[config.mk]
export PLATFORM = sky130hd
export DESIGN_NAME = cfg_shift_loader
export DESIGN_NICKNAME = d
export VERILOG_FILES = /design/src/rtl/cfg_shift_loader.sv
export SDC_FILE = /design/constraint.sdc
export NUM_CORES = 1
export LEC_CHECK = 0
export BUFFER_PORTS_ARGS = -buffer_cell sky130_fd_sc_hd__buf_4
export CAP_MARGIN = 20
export CORE_ASPECT_RATIO = 1.2
export CORE_MARGIN = 2
export CORE_UTILIZATION = 63
export CTS_BUF_LIST = sky130_fd_sc_hd__clkbuf_4
export CTS_CLUSTER_DIAMETER = 80
export DETAILED_ROUTE_END_ITERATION = 12
export GPL_ROUTABILITY_DRIVEN = 0
export PLACE_DENSITY_LB_ADDON = 0.3
export SLEW_MARGIN = 10
export SYNTH_ARGS = -nofsm -noshare
export SYNTH_HDL_FRONTEND = slang
export SYNTH_SLANG_ARGS = --single-unit
export TNS_END_PERCENT = 5
[constraint.sdc]
create_clock -name clk -period 5 [get_ports clk]
set_clock_uncertainty 0.2 [all_clocks]
set_input_delay 0 -clock clk [delete_from_list [all_inputs] [get_ports clk]]
set_output_delay 0 -clock clk [all_outputs]
set_load 0.01 [all_outputs]
[src/rtl/cfg_shift_loader.sv]
module cfg_shift_loader #(
  parameter int SYNC_STAGES = 2,
  parameter int ZERO_W      = 10
) (
  input  logic              clk,
  input  logic              rst_n,
  input  logic              sel_n,
  input  logic              sclk,
  input  logic              pdata,
  output logic              dir_ccw,
  output logic [ZERO_W-1:0] zero_pos,
  output logic              idx_wide,
  output logic [1:0]        div_sel,
  output logic [1:0]        out_mode,
  output logic              loaded
);
  localparam int WORD_BITS = ZERO_W + 6;
  localparam int CNT_W = $clog2(WORD_BITS + 1);
  localparam logic [CNT_W-1:0] LAST = CNT_W'(WORD_BITS - 1);

  logic [SYNC_STAGES:0] sel_sr, sclk_sr, dat_sr;
  logic                 armed;
  logic [CNT_W-1:0]     cnt;
  logic [WORD_BITS-2:0] shreg;
  logic [WORD_BITS-1:0] cfg;

  always_ff @(posedge clk or negedge rst_n)
    if (!rst_n) begin
      sel_sr  <= '1;
      sclk_sr <= '0;
      dat_sr  <= '0;
    end else begin
      sel_sr  <= {sel_sr[SYNC_STAGES-1:0], sel_n};
      sclk_sr <= {sclk_sr[SYNC_STAGES-1:0], sclk};
      dat_sr  <= {dat_sr[SYNC_STAGES-1:0], pdata};
    end

  wire sel_rise  = sel_sr[SYNC_STAGES-1] & ~sel_sr[SYNC_STAGES];
  wire sclk_rise = sclk_sr[SYNC_STAGES-1] & ~sclk_sr[SYNC_STAGES];
  wire sclk_lvl  = sclk_sr[SYNC_STAGES-1];
  wire dat_bit   = dat_sr[SYNC_STAGES-1];
  wire take      = armed & ~loaded & sclk_rise;

  always_ff @(posedge clk or negedge rst_n)
    if (!rst_n) begin
      armed  <= 1'b0;
      loaded <= 1'b0;
      cnt    <= '0;
      shreg  <= '0;
      cfg    <= '0;
    end else begin
      if (!armed && sel_rise && dat_bit && !sclk_lvl)
        armed <= 1'b1;
      if (take) begin
        shreg <= {shreg[WORD_BITS-3:0], dat_bit};
        cnt   <= cnt + 1'b1;
        if (cnt == LAST) begin
          cfg    <= {shreg, dat_bit};
          loaded <= 1'b1;
        end
      end
    end

  assign dir_ccw  = cfg[WORD_BITS-1];
  assign zero_pos = cfg[WORD_BITS-2 -: ZERO_W];
  assign idx_wide = cfg[4];
  assign div_sel  = cfg[3:2];
  assign out_mode = cfg[1:0];

  p_default_r1: assert property (@(posedge clk) disable iff (!rst_n)
    !loaded |-> (cfg == '0));
  p_load_needs_session_r2: assert property (@(posedge clk) disable iff (!rst_n)
    $rose(loaded) |-> $past(armed));
  p_count_bound_r5: assert property (@(posedge clk) disable iff (!rst_n)
    cnt <= CNT_W'(WORD_BITS));
  p_whole_word_r6: assert property (@(posedge clk) disable iff (!rst_n)
    !$stable(cfg) |-> $rose(loaded));
  p_frozen_r7: assert property (@(posedge clk) disable iff (!rst_n)
    loaded |=> (loaded && $stable(cfg)));
  p_session_sticky_r8: assert property (@(posedge clk) disable iff (!rst_n)
    armed |=> armed);
endmodule

==> qor.txt, run 1 <==
===============================================================================
Starting density of the core .....................................        0.667
Final number of max-transition violations ........................            0
Total routing resource utilization after global routing ..........        0.179
Clock buffer count from CTS ......................................            5
Lkg Pwr ..........................................................   0.00105 uW
Synth warnings ...................................................            0
Sequential fraction of the synthesis area ........................        0.678
Share of the synthesized area in compound gates (AO/OA/AOI/OAI) ..            0
Syn-to-layout area delta .........................................        20.5%
Total die area ................................................... 0.00314 mm^2
Antenna-violating nets left ......................................            0
Outcome .......................................................... finished clean
Via total after detailed routing .................................          819
Final wirelength .................................................      2410 um
Commonest non-fill, non-tap cells in the layout .................. sky130_fd_sc_hd__dfrtp_1 (43), sky130_fd_sc_hd__mux2_2 (23), sky130_fd_sc_hd__buf_4 (21), sky130_fd_sc_hd__mux2_4 (9)
Share of post-route cells with drive strength above 1 ............        0.531
Final TNS setup ..................................................         0 ns
Routed wirelength normalized by instance count ...................      15.0 um
Internal reg-to-reg setup slack ..................................      3.00 ns
Worst relative slew slack ........................................        0.641
Largest family of logic cells by synthesized area ................ multiplexers
# Max-Cap Violations .............................................            0
Nets .............................................................          134
Worst setup slack after layout ...................................      3.00 ns
Type of destination of the critical path .........................     register
FP Rows ..........................................................           20
Reg clk slew, reported paths .....................................      0.12 ns
Number of library cell types mapped by synthesis .................           19
Clock root buffer ................................................ sky130_fd_sc_hd__clkbuf_4
Overall die width ................................................      51.5 um
Cells resized by post-CTS repair .................................            0
Worst slack at placement .........................................      3.00 ns
Simple-Gate Fraction of Synth Area ...............................       0.0367
Count of mapped cells out of synthesis ...........................           96
Beginning of the worst register-to-register path .................       loaded
Period Utilization, post-route ...................................        0.400
Clock latency at the later pin of the worst-skew pair ............      0.35 ns
Max stage delay cell, worst path ................................. sky130_fd_sc_hd__and4bb_2
Multiplexer share of the synthesized area ........................        0.237
Final-report hold violation count ................................            0
Post-Syn Area .................................................... 0.00170 mm^2
Worst setup path category ........................................ register to register
Remaining routing DRC violations .................................            0
Initial antenna violation count ..................................            0
Clock tree from TritonCTS ........................................          yes
Final period demand of the worst path ............................      2.00 ns
Number of sinks handled by clock tree synthesis ..................           46
Total inserted antenna cells .....................................            0
Final-report setup violation count ...............................            0
Number of fillers in the final layout ............................          129
Crit path max fanout .............................................           21
Cell chain of the critical path .................................. and4bb_2 > nand2_4 > mux2_4
I/O pin total ....................................................           22
Average cell area after synthesis ................................    17.7 um^2
Wire length of the first global-routing pass .....................      3990 um
Adder-Cell Fraction of Synth Area ................................       0.0147
Hold Buf Count CTS ...............................................            6
Number of global-route vias before repair ........................          873
Kind of start point of the critical path .........................     register
Slew at the pin with the worst max-slew slack ....................     0.539 ns
RSZ-0062 raised after global routing .............................           no
Drt pass-1 iters .................................................            2
Hold Crit Class .................................................. input pin to register
Number of cells on the worst hold path ...........................            2
Leading cell type in the layout, fill and taps excluded .......... sky130_fd_sc_hd__dfrtp_1
Initial drt markers ..............................................            7
Number of synthesized register bits ..............................           46
Total power ......................................................       979 uW
CP Data Arrival Time .............................................      2.04 ns
Number of vias per cell ..........................................         5.09
Maximum VDD drop .................................................     0.395 mV
Hold path startpoint .............................................         sclk
Synthesized netlist net count ....................................          103
Reg-to-reg endpoint ..............................................      cfg[11]
Max Clock Freq ...................................................      500 MHz
Worst min-delay path endpoint ....................................   sclk_sr[0]
Count of port buffers added during placement .....................           21
Ratio of total power to cell area ................................  477 mW/mm^2
Number of cells traversed by the worst register-to-register path .            3
Final core area utilization ......................................        0.804
Number of buffers between clock root and the deepest sink ........            2
Slowest Stage Delay on Critical Path .............................      0.66 ns
HPWL after DPL ...................................................      1530 um
Grt ovf ..........................................................            0
Vertical die dimension ...........................................      61.0 um
Core area ........................................................ 0.00255 mm^2
Xor and xnor fraction of the mapped netlist area .................       0.0154
Data required time at the worst endpoint .........................      5.04 ns
Largest net degree at the start of global routing ................           44
Post-CTS setup buffer count ......................................            0
H-Tree Depth .....................................................            2
===============================================================================
-- worst max path at each step --
stage               startpoint  endpoint  slack (ns)  depth (start not counted)
floorplan               cnt[0]   cfg[10]        3.15                          6
detailed placement      loaded   cfg[10]        3.00                          3
global route            loaded   cfg[11]        2.91                          3
global placement        loaded    cfg[6]        3.03                          3
CTS                     loaded   cfg[11]        2.99                          3
finish                  loaded   cfg[11]        3.00                          3
-- cell type report --
type                       count  area [um^2]  area share
clock buffer                   5         37.5      0.0183
clock inverter                 3         68.8      0.0335
inverter                       1         3.75     0.00183
multi-input combinational     46          518       0.252
sequential                    46         1150       0.563
tap                           33         41.3      0.0201
timing repair buffer          27          228       0.111
-- synth_stat cells --
library cell / n / area share
sky130_fd_sc_hd__nand4_1: 1 / 0.0037
sky130_fd_sc_hd__dfstp_2: 3 / 0.046
sky130_fd_sc_hd__mux2_4: 9 / 0.079
sky130_fd_sc_hd__ha_1: 2 / 0.015
sky130_fd_sc_hd__dfrtp_1: 43 / 0.63
sky130_fd_sc_hd__and3_1: 1 / 0.0037
sky130_fd_sc_hd__buf_4: 2 / 0.0088
sky130_fd_sc_hd__nor4bb_1: 1 / 0.0059
sky130_fd_sc_hd__mux2_2: 23 / 0.15
sky130_fd_sc_hd__nand2_4: 1 / 0.0066
sky130_fd_sc_hd__nand2_1: 1 / 0.0022
sky130_fd_sc_hd__xor2_1: 1 / 0.0051
sky130_fd_sc_hd__inv_1: 1 / 0.0022
sky130_fd_sc_hd__nand2b_1: 1 / 0.0037
sky130_fd_sc_hd__buf_6: 1 / 0.0066
sky130_fd_sc_hd__xnor2_1: 2 / 0.010
sky130_fd_sc_hd__and4bb_2: 1 / 0.0073
sky130_fd_sc_hd__mux2i_1: 1 / 0.0059
sky130_fd_sc_hd__or2_2: 1 / 0.0037
-- routing by layer --
metal | global-route usage | vias up | part of all wire
li1 | - | 389 | -
met1 | 0.209 | 408 | 0.45
met2 | 0.310 | 20 | 0.50
met3 | 0.0665 | 2 | 0.043
met4 | 0.0564 | 0 | 0.0050
met5 | 0 | - | 0
-- report_power, final --
| group | internal [uW] | switching (uW) |
|---|---|---|
| registers | 464 | 60.8 |
| clock network | 156 | 115 |
| logic | 115 | 67.4 |
| total | 736 | 243 |
-- worst max-delay path, delay by kind of cell, from the launching register on --
family / cells / cell delay [ns]
AND/OR/NAND/NOR: 2 / 0.94
flip-flops: 1 / 0.40
multiplexers: 1 / 0.36
-- state kept, by name, summed over array words and instances (netlist names) --
name	count
sel_sr	3
cfg	16
armed	1
sclk_sr	3
loaded	1
shreg	15
cnt	5
dat_sr	2
-- per-stage QoR --
step	instances	cell area [um^2]	hold WS, ns
global route	161	2050	0.0890
finish	161	2050	0.114
floorplan	96	1700	-0.496
detailed placement	147	1880	-0.174
global placement	147	1880	-0.184
CTS	161	2050	0.0818
-- cell families (layout without fill, tap and decap cells) --
group	count (synthesis)	count (layout)
XOR/XNOR	3	3
adder cells (fa/ha/maj)	2	2
buffers and inverters	4	36
flip-flops	46	46
multiplexers	33	33
AND/OR/NAND/NOR	8	8
Note: power is estimated with default switching activity, not from simulation.
==> inputs of run 2 (changes only) <==
Settings changed: CORE_UTILIZATION 63 to 53.
Clock period 5 ns to 1.65 ns, I/O delays scaled along.
==> run 2 against run 1 <==
  * The flow now finishes with violations (setup timing)
  * Sequential power grew to 3.0 times the previous value
  * Power grew to 2.9 times the previous value
  * Maximum frequency is 14% higher
  * Register-to-register slack worse by 3.1 ns
  * Cell area grew 7.4%
  * Worst setup slack got worse by 3.1 ns
  * Clock-buffer cell count unchanged
  * Routed wire length rose by 12%
  * Critical path depth is 3 higher
  * Core utilization fell by 8.3 points
  * Global-route usage down 1.2 points
==> qor.txt, run 2 (synthesized netlist as in run 1, its figures left out) <==
========================================================================
Outcome ................................................... complete, but fails checks   was finished clean
Violations in the final reports ........................... setup timing
Number of global-route vias before repair .................          938   was 873
Leading registers by flop count ........................... cfg x16, shreg x15, cnt x5   unchanged
Slowest Stage Delay on Critical Path ......................      0.42 ns   was 0.66 ns
Worst slack at placement ..................................    -0.113 ns   was 3.00 ns
Share of post-route cells with drive strength above 1 .....        0.596   was 0.531
Worst path top cell family by delay .......................   flip-flops   was simple AND/OR/NAND/NOR gates
I/O pin total .............................................           22   unchanged
Number of fillers in the final layout .....................          195   was 129
Clock latency at the later pin of the worst-skew pair .....      0.37 ns   was 0.35 ns
HPWL after DPL ............................................      1720 um   was 1530 um
Layout Cells excl Fill ....................................          177   was 161
# Max-Cap Violations ......................................            0   unchanged
Final period demand of the worst path .....................      1.76 ns   was 2.00 ns
RSZ-0062 raised after global routing ......................          yes   was no
Leading cell type in the layout, fill and taps excluded ... sky130_fd_sc_hd__dfrtp_1   unchanged
Lkg Pwr ...................................................   0.00112 uW   was 0.00105 uW
Starting density of the core ..............................        0.557   was 0.667
FP Rows ...................................................           22   was 20
Type of destination of the critical path ..................     register   unchanged
Kind of start point of the critical path ..................     register   unchanged
Initial drt markers .......................................           11   was 7
Period Utilization, post-route ............................         1.06   was 0.400
Data required time at the worst endpoint ..................      1.70 ns   was 5.04 ns
Hold Crit Class ........................................... input pin to register   unchanged
Remaining routing DRC violations ..........................            0   unchanged
Reg clk slew, reported paths ..............................      0.14 ns   was 0.12 ns
Largest net degree at the start of global routing .........           47   was 44
Core area ................................................. 0.00306 mm^2   was 0.00255 mm^2
Max stage delay cell, worst path .......................... sky130_fd_sc_hd__dfrtp_1   was sky130_fd_sc_hd__and4bb_2
H-Tree Depth ..............................................            2   unchanged
CP Data Arrival Time ......................................      1.81 ns   was 2.04 ns
Ratio of total power to cell area ......................... 1300 mW/mm^2   was 477 mW/mm^2
# placed instances ........................................          160   was 147
Worst setup path category ................................. register to register   unchanged
Clock buffer count from CTS ...............................            5   unchanged
Worst relative slew slack .................................        0.636   was 0.641
Count of port buffers added during placement ..............           21   unchanged
Max Clock Freq ............................................      569 MHz   was 500 MHz
Most flops, register ......................................          cfg   unchanged
Final-report setup violation count ........................           17   was 0
Number of buffers between clock root and the deepest sink .            2   unchanged
Total die area ............................................ 0.00368 mm^2   was 0.00314 mm^2
Final-report hold violation count .........................            0   unchanged
Buffers & Inverters on Critical Path ......................            1   was 0
Placed standard-cell area ................................. 0.00199 mm^2   was 0.00188 mm^2
Overall die width .........................................      55.7 um   was 51.5 um
Number of sinks handled by clock tree synthesis ...........           46   unchanged
Commonest non-fill, non-tap cells in the layout ........... sky130_fd_sc_hd__dfrtp_1 (43), sky130_fd_sc_hd__buf_4 (28), sky130_fd_sc_hd__mux2_2 (16), sky130_fd_sc_hd__mux2_4 (16)   was sky130_fd_sc_hd__dfrtp_1 (43), sky130_fd_sc_hd__mux2_2 (23), sky130_fd_sc_hd__buf_4 (21), sky130_fd_sc_hd__mux2_4 (9)
Antenna-violating nets left ...............................            0   unchanged
Nets ......................................................          147   was 134
Flip-flop count of the largest register after layout ......           16   unchanged
Total inserted antenna cells ..............................            0   unchanged
Final wirelength ..........................................      2710 um   was 2410 um
Syn-to-layout area delta ..................................        29.4%   was 20.5%
Clock tree from TritonCTS .................................          yes   unchanged
Worst setup slack after layout ............................    -0.107 ns   was 3.00 ns
Slew at the pin with the worst max-slew slack .............     0.546 ns   was 0.539 ns
Vertical die dimension ....................................      66.1 um   was 61.0 um
Grt ovf ...................................................            0   unchanged
Crit path max fanout ......................................            4   was 21
Routed wirelength normalized by instance count ............      15.3 um   was 15.0 um
Cell chain of the critical path ........................... ha_2 > and3_4 > ha_4 > nand2_8 > buf_6 > mux2_4   was and4bb_2 > nand2_4 > mux2_4
Drt pass-1 iters ..........................................            4   was 2
Number of vias per cell ...................................         5.21   was 5.09
Wire length of the first global-routing pass ..............      4530 um   was 3990 um
Clock root buffer ......................................... sky130_fd_sc_hd__clkbuf_4   unchanged
Total non-filler cell area in the finished layout ......... 0.00220 mm^2   was 0.00205 mm^2
Via total after detailed routing ..........................          922   was 819
Initial antenna violation count ...........................            0   unchanged
Final number of max-transition violations .................            0   unchanged
Total routing resource utilization after global routing ...        0.167   was 0.179
Maximum VDD drop ..........................................     0.869 mV   was 0.395 mV
========================================================================
## run 2: metal layers
layer  routed length, um  part of all wire  up-vias  global-route usage
li1                    -                 -      423                   -
met1                1110              0.41      476               0.196
met2                1430              0.53       17               0.280
met3                 119             0.044        6              0.0646
met4                  50             0.018        0              0.0640
met5                   0                 0        -                   0
## run 2: path summary, 6_finish.rpt
path,startpoint,end,slack (ns),depth (start not counted)
min in group asynchronous,rst_n,cfg[9],0.50,3
max in group asynchronous,rst_n,cnt[0],0.37,3
setup / recovery,cnt[0],cfg[12],-0.11,6
hold reg to reg,sel_sr[0],sel_sr[1],0.17,0
hold / removal,sel_n,sel_sr[0],0.07,2
setup reg to reg,cnt[0],cfg[12],-0.11,6
## run 2: power by group
part | switching [uW] | internal (uW) | leakage [uW]
combinational | 265 | 494 | 0.000496
clock | 356 | 166 | 0.0000312
sequential | 187 | 1410 | 0.000588
## run 2: stage by stage
stage / setup TNS [ns] / total power [uW] / hold WS [ns] / util
after global placement: -0.626 / 2210 / -0.185 / 0.650
final: -1.49 / 2870 / 0.0746 / 0.721
after CTS: -1.35 / 2890 / 0.0535 / 0.719
after detailed placement: -1.44 / 2280 / -0.172 / 0.650
after floorplan: -0.766 / 1960 / -0.496 / -
after global routing: -2.28 / 3050 / 0.0402 / 0.721
## run 2: area by class of cell
cell class                 count  area (um^2)  area share
timing repair buffer          40          364       0.165
sequential                    46         1150       0.524
multi-input combinational     46          577       0.262
tap                           36         45.0      0.0204
clock inverter                 3         21.3     0.00965
clock buffer                   5         37.5      0.0170
inverter                       1         3.75     0.00170
## run 2: worst reg2reg max path, cell delays in order (launching register included)
cell	delay [ns]
sky130_fd_sc_hd__dfrtp_1	0.42
sky130_fd_sc_hd__ha_2	0.20
sky130_fd_sc_hd__and3_4	0.15
sky130_fd_sc_hd__ha_4	0.17
sky130_fd_sc_hd__nand2_8	0.09
sky130_fd_sc_hd__buf_6	0.13
sky130_fd_sc_hd__mux2_4	0.29
## run 2: repair_timing
action | CTS | global route
setup buffers | 2 | 1
pin swaps | 2 | 0
resized for setup | 15 | 0
setup endpoints to repair | 17 | 33
hold buffers | 5 | 0
gates cloned | 1 | 0
endpoints found under the hold margin | 49 | 0
==> inputs of run 3 (changes only) <==
Settings changed: CORE_UTILIZATION 53 to 58.
Clock period 1.65 ns to 1.7 ns, I/O delays scaled along.
==> run 3 against run 2 <==
  * The run still ends with setup timing left
  * Worst hold slack better by 0.029 ns
  * Via count fell by 2.2%
  * Register-to-register slack better by 0.098 ns
  * First-iteration DRC count decreased by 82%
  * Core utilization increased by 4.8 points
  * Flip-flop and latch count stayed put
  * Sequential share of layout area grew 1.5 points
  * Die area down 8.1%
  * Cell area is 2.7% lower
  * Final cell count down 3.4%
  * Critical path type unchanged
  * Critical endpoint is now cfg[15]
  * Largest power group unchanged
  * Highest routed layer unchanged
==> qor.txt, run 3 (synthesized netlist as in run 1, its figures left out) <==
========================================================================
Type of destination of the critical path ..................     register   unchanged
Number of fillers in the final layout .....................          164   was 195
Number of buffers between clock root and the deepest sink .            2   unchanged
Worst setup path category ................................. register to register   unchanged
Clock latency at the later pin of the worst-skew pair .....      0.35 ns   was 0.37 ns
Leading registers by flop count ........................... cfg x16, shreg x15, cnt x5   unchanged
Final wirelength ..........................................      2840 um   was 2710 um
Max Clock Freq ............................................      585 MHz   was 569 MHz
Most flops, register ......................................          cfg   unchanged
Lkg Pwr ...................................................   0.00108 uW   was 0.00112 uW
Leading cell type in the layout, fill and taps excluded ... sky130_fd_sc_hd__dfrtp_1   unchanged
Nets ......................................................          143   was 147
CP Data Arrival Time ......................................      1.76 ns   was 1.81 ns
Vertical die dimension ....................................      63.4 um   was 66.1 um
Largest net degree at the start of global routing .........           47   unchanged
Total inserted antenna cells ..............................            0   unchanged
Flip-flop count of the largest register after layout ......           16   unchanged
FP Rows ...................................................           21   was 22
H-Tree Depth ..............................................            2   unchanged
Final core area utilization ...............................        0.770   was 0.721
Kind of start point of the critical path ..................     register   unchanged
Placed standard-cell area ................................. 0.00194 mm^2   was 0.00199 mm^2
Wire length of the first global-routing pass ..............      4560 um   was 4530 um
Ratio of total power to cell area ......................... 1300 mW/mm^2   about the same
Reg clk slew, reported paths ..............................      0.12 ns   was 0.14 ns
Clock buffer count from CTS ...............................            5   unchanged
Commonest non-fill, non-tap cells in the layout ........... sky130_fd_sc_hd__dfrtp_1 (43), sky130_fd_sc_hd__buf_4 (27), sky130_fd_sc_hd__mux2_2 (21), sky130_fd_sc_hd__mux2_4 (11), sky130_fd_sc_hd__clkbuf_4 (8)   was sky130_fd_sc_hd__dfrtp_1 (43), sky130_fd_sc_hd__buf_4 (28), sky130_fd_sc_hd__mux2_2 (16), sky130_fd_sc_hd__mux2_4 (16)
Via total after detailed routing ..........................          902   was 922
Starting density of the core ..............................        0.611   was 0.557
Layout Cells excl Fill ....................................          171   was 177
Syn-to-layout area delta ..................................        25.9%   was 29.4%
Internal reg-to-reg setup slack ...........................    -0.009 ns   was -0.11 ns
Overall die width .........................................      53.5 um   was 55.7 um
Outcome ................................................... complete, but fails checks   unchanged
Crit path max fanout ......................................            4   unchanged
Period Utilization, post-route ............................         1.01   was 1.06
Number of sinks handled by clock tree synthesis ...........           46   unchanged
Routed wirelength normalized by instance count ............      16.6 um   was 15.3 um
Share of post-route cells with drive strength above 1 .....        0.584   was 0.596
RSZ-0062 raised after global routing ......................          yes   unchanged
Core area ................................................. 0.00279 mm^2   was 0.00306 mm^2
Clock tree from TritonCTS .................................          yes   unchanged
Maximum VDD drop ..........................................     0.913 mV   was 0.869 mV
Grt ovf ...................................................            0   unchanged
Total non-filler cell area in the finished layout ......... 0.00214 mm^2   was 0.00220 mm^2
Clock root buffer ......................................... sky130_fd_sc_hd__clkbuf_4   unchanged
Slew at the pin with the worst max-slew slack .............     0.560 ns   was 0.546 ns
Total routing resource utilization after global routing ...        0.203   was 0.167
Worst setup slack after layout ............................  -0.00915 ns   was -0.107 ns
Initial antenna violation count ...........................            0   unchanged
Hold Crit Class ........................................... input pin to register   unchanged
Final-report hold violation count .........................            0   unchanged
Total die area ............................................ 0.00339 mm^2   was 0.00368 mm^2
Violations in the final reports ........................... setup timing   unchanged
Data required time at the worst endpoint ..................      1.75 ns   was 1.70 ns
# Max-Cap Violations ......................................            0   unchanged
Antenna-violating nets left ...............................            0   unchanged
Number of vias per cell ...................................         5.27   was 5.21
Drt pass-1 iters ..........................................            3   was 4
Remaining routing DRC violations ..........................            0   unchanged
I/O pin total .............................................           22   unchanged
Final-report setup violation count ........................            2   was 17
# placed instances ........................................          152   was 160
Count of port buffers added during placement ..............           21   unchanged
Final period demand of the worst path .....................      1.71 ns   was 1.76 ns
Final number of max-transition violations .................            0   unchanged
Total power ...............................................      2780 uW   was 2870 uW
Worst relative slew slack .................................        0.627   was 0.636
Initial drt markers .......................................            2   was 11
Number of global-route vias before repair .................          951   was 938
========================================================================
[run 3: changes by cell type in the layout (fill, tap and decap cells not counted), sizes merged]
cell and change:
buf -6, clkinv -2, clkbuf +3, nand2 +2
clkinvlp -1
[run 3: where the power goes]
part	internal, uW	switching, uW	leakage (uW)	total [uW]
Clock	213	309	0.0000368	523
Sequential	1360	188	0.000588	1550
Combinational	442	262	0.000450	705
[run 3: layout make-up]
class,instances,area (um^2),share of cell area
sequential,46,1150,0.539
multi-input combinational,48,589,0.275
timing repair buffer,34,293,0.137
clock buffer,8,60.1,0.0280
tap,34,42.5,0.0198
inverter,1,3.75,0.00175
[run 3: critical path, cell delays in order, from the launching register on]
cell and delay [ns]:
sky130_fd_sc_hd__dfrtp_1 0.40, sky130_fd_sc_hd__ha_2 0.19, sky130_fd_sc_hd__and3_4 0.15, sky130_fd_sc_hd__ha_4 0.20
sky130_fd_sc_hd__nand2_4 0.12, sky130_fd_sc_hd__mux2_2 0.34
[run 3: what timing repair did]
| item | CTS | global route |
|---|---|---|
| resized for setup | 2 | 3 |
| cloned | 1 | 1 |
| hold endpoints to repair | 49 | 0 |
| buffers inserted | 0 | 4 |
| endpoints found under the setup margin | 16 | 17 |
| pin swaps | 0 | 3 |
| hold buffers | 5 | 0 |
[run 3: routing by layer]
metal  part of all wire  up-vias  track usage  wire length (um)
met5                  0        -            0                 0
met4              0.022        0        0.106                63
met3              0.038        5       0.0806               109
met2               0.52       20        0.292              1470
met1               0.42      463        0.262              1200
li1                   -      414            -                 -
[run 3: path summary, 6_finish.rpt]
kind,start,end,cells past startpoint
setup / recovery,cnt[0],cfg[15],5
hold / removal,sclk,sclk_sr[0],2
setup reg to reg,cnt[0],cfg[15],5
hold reg to reg,sel_sr[0],sel_sr[1],0
max in group asynchronous,rst_n,sel_sr[1],3
min in group asynchronous,rst_n,cfg[11],3
[run 3: metrics by stage]
stage / TNS (ns) / setup slack (ns) / hold WS [ns]
after floorplan: -0.316 / -0.0351 / -0.496
after global placement: -0.787 / -0.0724 / -0.182
after detailed placement: -1.46 / -0.127 / -0.171
after CTS: -0.0580 / -0.0105 / 0.0833
after global routing: -0.301 / -0.0373 / 0.0607
final: -0.0124 / -0.00915 / 0.103
